==> src/rtl/tbase_pkg.sv <==
package tbase_pkg;

    // Select field width and the largest select that enables timeouts.
    localparam int unsigned SEL_W    = 3;
    localparam int unsigned SEL_MAX  = 4;
    localparam int unsigned SEL_RST  = 4;
    // Number of strobes, log2 of the fastest base period, log2 of the spacing.
    localparam int unsigned N_TAPS   = 4;
    localparam int unsigned BASE_LOG = 6;
    localparam int unsigned STEP_LOG = 2;
    // Counter wide enough for the slowest strobe at the largest select.
    localparam int unsigned CNT_W    = BASE_LOG + STEP_LOG * ((SEL_MAX - 1) + (N_TAPS - 1));

    typedef logic [SEL_W-1:0] sel_t;
    typedef logic [CNT_W-1:0] cnt_t;

    typedef struct packed {
        sel_t sel;
    } sel_state_t;

    typedef struct packed {
        cnt_t cnt;
    } cnt_state_t;

    typedef struct packed {
        logic tick;
    } tap_state_t;

    // True when the select value enables the time base.
    function automatic logic sel_valid(sel_t s);
        return (s != '0) && (32'(s) <= SEL_MAX);
    endfunction

    // Low-bit mask whose all-ones pattern marks the end of one period of tap k.
    function automatic cnt_t tap_mask(sel_t s, int unsigned k);
        int unsigned w;
        if (!sel_valid(s)) begin
            return '1;
        end
        w = BASE_LOG + STEP_LOG * ((32'(s) - 1) + k);
        return {CNT_W{1'b1}} >> (CNT_W - w);
    endfunction

endpackage

==> src/rtl/tbase_sel_reg.sv <==
module tbase_sel_reg
    import tbase_pkg::*;
(
    input  logic clk,
    input  logic rst_n,
    input  logic wr_en,
    input  sel_t wr_data,
    output sel_t sel,
    output logic en
);

    sel_state_t st_d, st_q;

    always_comb begin
        st_d = st_q;
        if (wr_en) begin
            st_d.sel = wr_data;
        end
    end

    always_ff @(posedge clk or negedge rst_n) begin
        if (!rst_n) begin
            st_q.sel <= sel_t'(SEL_RST);
        end else begin
            st_q <= st_d;
        end
    end

    assign sel = st_q.sel;
    assign en  = sel_valid(st_q.sel);

endmodule

==> src/rtl/tbase_counter.sv <==
module tbase_counter
    import tbase_pkg::*;
(
    input  logic clk,
    input  logic rst_n,
    input  logic en,
    input  logic restart,
    output cnt_t cnt
);

    cnt_state_t st_d, st_q;

    always_comb begin
        st_d = st_q;
        if (restart || !en) begin
            st_d.cnt = '0;
        end else begin
            st_d.cnt = st_q.cnt + {{(CNT_W-1){1'b0}}, 1'b1};
        end
    end

    always_ff @(posedge clk or negedge rst_n) begin
        if (!rst_n) begin
            st_q.cnt <= '0;
        end else begin
            st_q <= st_d;
        end
    end

    assign cnt = st_q.cnt;

endmodule

==> src/rtl/tbase_tap.sv <==
module tbase_tap
    import tbase_pkg::*;
#(
    parameter int unsigned TAP_IDX = 0
) (
    input  logic clk,
    input  logic rst_n,
    input  logic en,
    input  logic restart,
    input  sel_t sel,
    input  cnt_t cnt,
    output logic tick
);

    tap_state_t st_d, st_q;
    cnt_t       mask;

    always_comb begin
        mask    = tap_mask(sel, TAP_IDX);
        st_d    = st_q;
        // The pulse is registered one cycle after the low bits reach all ones.
        st_d.tick = en && !restart && ((cnt & mask) == mask);
    end

    always_ff @(posedge clk or negedge rst_n) begin
        if (!rst_n) begin
            st_q.tick <= 1'b0;
        end else begin
            st_q <= st_d;
        end
    end

    assign tick = st_q.tick;

endmodule

==> src/rtl/tbase_gen.sv <==
module tbase_gen
    import tbase_pkg::*;
(
    input  logic              clk,
    input  logic              rst_n,
    input  logic              sel_wr_en,
    input  logic [SEL_W-1:0]  sel_wr_data,
    output logic [N_TAPS-1:0] tick,
    output logic              tmo_off
);

    sel_t sel_cur;
    logic tb_en;
    cnt_t cnt;

    tbase_sel_reg u_sel (
        .clk     (clk),
        .rst_n   (rst_n),
        .wr_en   (sel_wr_en),
        .wr_data (sel_wr_data),
        .sel     (sel_cur),
        .en      (tb_en)
    );

    tbase_counter u_cnt (
        .clk     (clk),
        .rst_n   (rst_n),
        .en      (tb_en),
        .restart (sel_wr_en),
        .cnt     (cnt)
    );

    for (genvar k = 0; k < N_TAPS; k++) begin : g_tap
        tbase_tap #(.TAP_IDX(k)) u_tap (
            .clk     (clk),
            .rst_n   (rst_n),
            .en      (tb_en),
            .restart (sel_wr_en),
            .sel     (sel_cur),
            .cnt     (cnt),
            .tick    (tick[k])
        );
    end

    assign tmo_off = !tb_en;

endmodule

==> config.mk <==
export PLATFORM = sky130hd
export DESIGN_NAME = tbase_gen
export DESIGN_NICKNAME = d
export VERILOG_FILES = /design/src/rtl/tbase_pkg.sv /design/src/rtl/tbase_sel_reg.sv /design/src/rtl/tbase_counter.sv /design/src/rtl/tbase_tap.sv /design/src/rtl/tbase_gen.sv
export SDC_FILE = /design/constraint.sdc
export NUM_CORES = 1
export LEC_CHECK = 0
export BUFFER_PORTS_ARGS = -buffer_cell sky130_fd_sc_hd__buf_2
export CAP_MARGIN = 25
export CORE_ASPECT_RATIO = 0.75
export CORE_MARGIN = 1.5
export CORE_UTILIZATION = 45
export CTS_CLUSTER_DIAMETER = 200
export DETAILED_ROUTE_END_ITERATION = 7
export PLACE_DENSITY_LB_ADDON = 0.25
export SYNTH_ARGS = -nofsm -noshare
export SYNTH_HDL_FRONTEND = slang
export SYNTH_SLANG_ARGS = --single-unit
==> constraint.sdc <==
create_clock -name clk -period 11.4 [get_ports clk]
set_input_delay 0.57 -clock clk [delete_from_list [all_inputs] [get_ports clk]]
set_output_delay 0.57 -clock clk [all_outputs]
set_load 0.05 [all_outputs]
* Yosys cells after proc, flatten, opt, wreduce, memory -nomap -nowiden *
Index checks and enable logic that the tools add are counted.
W data, S select, Z words.

word-level totals
  register bits after elaboration = 25
  output and inout port bits = 5
  logic and storage cells = 47

operators by class
  add/sub/neg operators = 13
  order comparisons = 1
  equal/unequal tests = 4
  shift-type cells = 4
  muxes and demuxes = 5
  bitwise gates (word level) = 4
  reductions and logical operators = 10

operators by type and width
  operator                  number
  $add A3 B32 Y32 const A   4
  $shr A18 B32 Y18 const A  4
  $sub A5 B32 Y32 const A   4
  $mux W18                  5
  $and A18 B18 Y18          4
  $eq A18 B18 Y1            4
  $add A31 B2 Y31 const B   2
  $add A31 B1 Y31 const B   1
  $add A18 B1 Y18 const B   1
  $logic_and A1 B1 Y1       6
  $sub A3 B1 Y4 const B     1
  $le A3 B3 Y1 const B      1
  $reduce_bool A3 Y1        1
  $logic_not A1 Y1          2
  $logic_or A1 B1 Y1        1

* Logic depth before layout (Yosys ltp) *
  depth after elaboration = 9
  mapped depth = 19

* Modules after synthesis *
A second synthesis with hierarchy kept.

second synthesis, totals
  cells, all modules = 306
  area, all modules = 2514.9 um^2

modules (own cells, without submodules)
  module                      times used  cells each  area each (um^2)  seq. area each (um^2)
  tbase_counter               1           90          894.6             450.4
  tbase_tap (g_tap[2].u_tap)  1           60          471.7             25.0
  tbase_tap (g_tap[1].u_tap)  1           59          406.6             25.0
  tbase_tap (g_tap[3].u_tap)  1           44          320.3             25.0
  tbase_tap (g_tap[0].u_tap)  1           44          295.3             25.0
  tbase_sel_reg               1           8           122.6             76.3
  tbase_gen                   1           1           3.8               0.0

* Least setup slack after synthesis *
No wires, ideal clock.

  path kind = register to register
  from = reg, netlist name u_sel.sel[0]
  to = reg, netlist name g_tap[3].u_tap.tick
  library setup time = 0.133 ns
  arrival time = 4.076 ns
  setup slack = 7.190 ns
  stages on the path, launching flop included = 20
  path buffers = 1
  cells stage by stage = dfrtp_1 clkbuf_8 inv_1 ha_1 inv_1 ha_1 inv_1 ha_1 or4_1 a21oi_2 a21oi_4 o21ai_0 nand2b_1 ha_1 nor3_1 nand2_1 nor4b_1 a32oi_1 nor3b_1 a311oi_1

on the way
  word-level cells in the longest chain between the ends = 9

RTL lines
  element                  line             text
  $sub A3 B1 Y4            tbase_pkg.sv:40  w = BASE_LOG + STEP_LOG * ((32'(s) - 1) + k);
  $add A31 B2 Y31          tbase_pkg.sv:40
  $add A3 B32 Y32          tbase_pkg.sv:40
  $sub A5 B32 Y32          tbase_pkg.sv:41  return {CNT_W{1'b1}} >> (CNT_W - w);
  $shr A18 B32 Y18         tbase_pkg.sv:41
  $mux W18                 tbase_pkg.sv:40
  $and A18 B18 Y18         tbase_tap.sv:22  st_d.tick = en && !restart && ((cnt & mask) == mask);
  $eq A18 B18 Y1           tbase_tap.sv:22
  $logic_and A1 B1 Y1 (*)  tbase_tap.sv:22
  via g_tap[3].u_tap.st_d  tbase_tap.sv:15  tap_state_t st_d, st_q;

The timed path passes the listed nets; every way through them passes the cells marked *.
A chain may end at the register's enable or synchronous reset.

* Final worst setup path *
  from = reg, netlist name u_sel.sel[0]
  to = reg, netlist name g_tap[3].u_tap.tick

on the way
  word-level cells in the longest chain between the ends = 9

RTL lines
  element                  line
  $sub A3 B1 Y4            tbase_pkg.sv:40
  $add A31 B2 Y31          tbase_pkg.sv:40
  $add A3 B32 Y32          tbase_pkg.sv:40
  $sub A5 B32 Y32          tbase_pkg.sv:41
  $shr A18 B32 Y18         tbase_pkg.sv:41
  $mux W18                 tbase_pkg.sv:40
  $and A18 B18 Y18         tbase_tap.sv:22
  $eq A18 B18 Y1           tbase_tap.sv:22
  $logic_and A1 B1 Y1 (*)  tbase_tap.sv:22
  via g_tap[3].u_tap.st_d  tbase_tap.sv:15

Marks and branches as above.

==> run metrics <==
post-synthesis sequential area ratio 25.2%; GRT Total Usage 20.7%; FF-to-FF End g_tap[3].u_tap.tick; worst vdd ir 0.0433 mV; GPL Wtd Cong 0.865; wire length per cell 15.7 um; CP endpoint kind register; Max H-tree Level 1; Design Power about 0.32 mW; root buf cell clkbuf_8; Worst-Margin Slew 0.630 ns; Die Area 0.00598 sq mm; Pwr Density 124 mW/mm^2; Async SR Flop Fraction 100%; max frequency roughly 0.21 GHz; setup violators final 0; cts bufs inserted 3; Synth Register Bits 25; clock latency on the worst-skew pair 0.28 ns; # port buffers 10; headroom to the max-slew limit 57.9%; die height 67.4 um; Yosys cell types 60; Worst Hold Class in2async; R2R depth 18; number of synthesized flops with an enable pin 0; Reg clk slew, reported paths 0.09 ns; Hold-fix buffers, CTS 0; first-pass GRT wire length 9.47 mm; Nets about 340; via-per-instance ratio around 5.8; post_cts resized 0; final hold viol count 0; final slew viol count 0; row count 23; post-synth top area share 24.2%; WS Path Type reg2reg; Worst Skew 0.00291 ns; Leak 1.12 nW; final wirelength 5.79 mm; drt drc 0; Tcrit/Tclk final 42.0%; min Tclk post-route around 4.8 ns; synthesis-to-finish area growth 4.53%; # diodes 0; CTS Buffer Depth 2; Critical Path Sink g_tap[3].u_tap.tick; CP startpoint u_sel.sel[0]; Overflow after GRT 0; CORE AREA 0.00532 sq mm; TritonCTS Sinks 25; synth warn 0; status finished clean; RSZ-0062 raised after global routing no; Final HPWL DP 4.46 mm; Via Count between 2000 and 2500; vias in the first global route 1874; max cap viols 0; initial core utilization between 40 and 50%; DR pass1 iterations 5; Post-Syn Instances 290; internal reg-to-reg setup slack 6.61 ns; cell taking the most area after synthesis dfrtp_1; Post-Syn Nets 334; # Post-CTS Setup Buffers 0; Critical Path RT 11.55 ns; Routed Antenna Nets 0; setup TNS 0 ns; I/O Pins 11; Starting DRT DRC Count 201; R2R Path Start u_sel.sel[0]; share of layout cells above drive strength 1 8.87%; area of the mapped netlist roughly 0.0025 sq mm; pin count of the biggest net entering global routing 26; Primary FF master, synth dfrtp_1; die width 88.8 um; Worst Setup Start Kind register; WP data arrival 4.93 ns; initial antenna violation count 0; crit path max fanout 18; Synth Area per Inst 8.57 sq um; top cells by area, synth dfrtp_1, ha_1, nor2_1; worst hold slack 0.278 ns; CTS tree built
worst min path at each step:
stage / endpoint / startpoint / slack (ns) / cells after the start
floorplan: g_tap[0].u_tap.tick / rst_n / 0.27 / 0
global placement: u_cnt.cnt[0] / u_cnt.cnt[0] / 0.47 / 1
detailed placement: u_cnt.cnt[0] / u_cnt.cnt[0] / 0.49 / 1
CTS: u_cnt.cnt[5] / rst_n / 0.30 / 1
global route: u_cnt.cnt[14] / rst_n / 0.34 / 1
finish: u_cnt.cnt[0] / rst_n / 0.28 / 1
state kept, by name, indices dropped and copies added (netlist names):
signal	flops
g_tap.u_tap.tick	4
u_cnt.cnt	18
u_sel.sel	3
per-layer routing:
| metal | global-route usage [%] | part of all wire (%) |
|---|---|---|
| met5 | 0 | 0 |
| met4 | 2.93 | 0.62 |
| met3 | 3.91 | 5.8 |
| met2 | 27.9 | 40 |
| met1 | 33.6 | 53 |
cell usage after synthesis, drive strengths merged (3+ instances only):
library cell	number
ha	38
nor2	31
nand2	27
dfrtp	24
o21ai	22
nand3	15
inv	14
xor2	13
a21oi	10
clkbuf	7
and3	6
nand4	6
buf	5
nor3	5
xnor2	5
a311oi	4
a32oi	4
nand2b	4
o31ai	4
nand3b	3
nor2b	3
nor4b	3
report_power, final:
group	switching, mW	internal, mW
Clock	0.0298	0.0251
Sequential	0.00522	0.0935
Combinational	0.106	0.0625
logic make-up after synthesis:
| group | Yosys count | share of synthesized area, % |
|---|---|---|
| simple gates | 118 | 24.8 |
| xor+xnor | 18 | 6.34 |
| fa+ha+maj | 38 | 19.1 |
| mux | 4 | 1.71 |
| flops | 25 | 25.2 |
| compound gates | 61 | 17.3 |
| buf+inv | 26 | 5.49 |
worst max-delay path, cell delays in order, from the launching register on:
cell	delay, ns
dfrtp_1	0.74
inv_1	0.29
ha_1	0.33
inv_1	0.16
ha_1	0.40
inv_1	0.32
ha_1	0.43
or4_1	0.18
a21oi_2	0.07
a21oi_4	0.24
o21ai_0	0.16
nand2b_1	0.17
ha_1	0.17
nor3_1	0.21
nand2_1	0.08
nor4b_1	0.28
a32oi_1	0.15
nor3b_1	0.21
a311oi_1	0.08
per-stage QoR:
stage | std cells | setup WS [ns] | util [%] | area, sq um
after floorplan | 290 | 7.19 | - | 2480
after global placement | 363 | 6.93 | 47.8 | 2550
after detailed placement | 364 | 6.67 | 47.9 | 2550
after CTS | 368 | 6.65 | 48.8 | 2600
after global routing | 368 | 6.17 | 48.8 | 2600
final | 368 | 6.61 | 48.8 | 2600
layout make-up:
class,count,area [sq um]
Sequential cell,25,627
Inverter,14,55.1
Fill cell,523,2730
Tap cell,75,93.8
Timing Repair Buffer,11,55.1
Clock buffer,4,45.0
Multi-Input combinational cell,239,1720
cell usage in the layout (no fill, tap or decap), types with 7 or more instances in the layout:
master   instances
a21oi_1          7
buf_2           11
dfrtp_1         24
ha_1            38
inv_1           13
nand2_1         27
nand3_1         15
nor2_1          31
o21ai_0         19
xor2_1          13
Power figures use the tool's default switching activity.
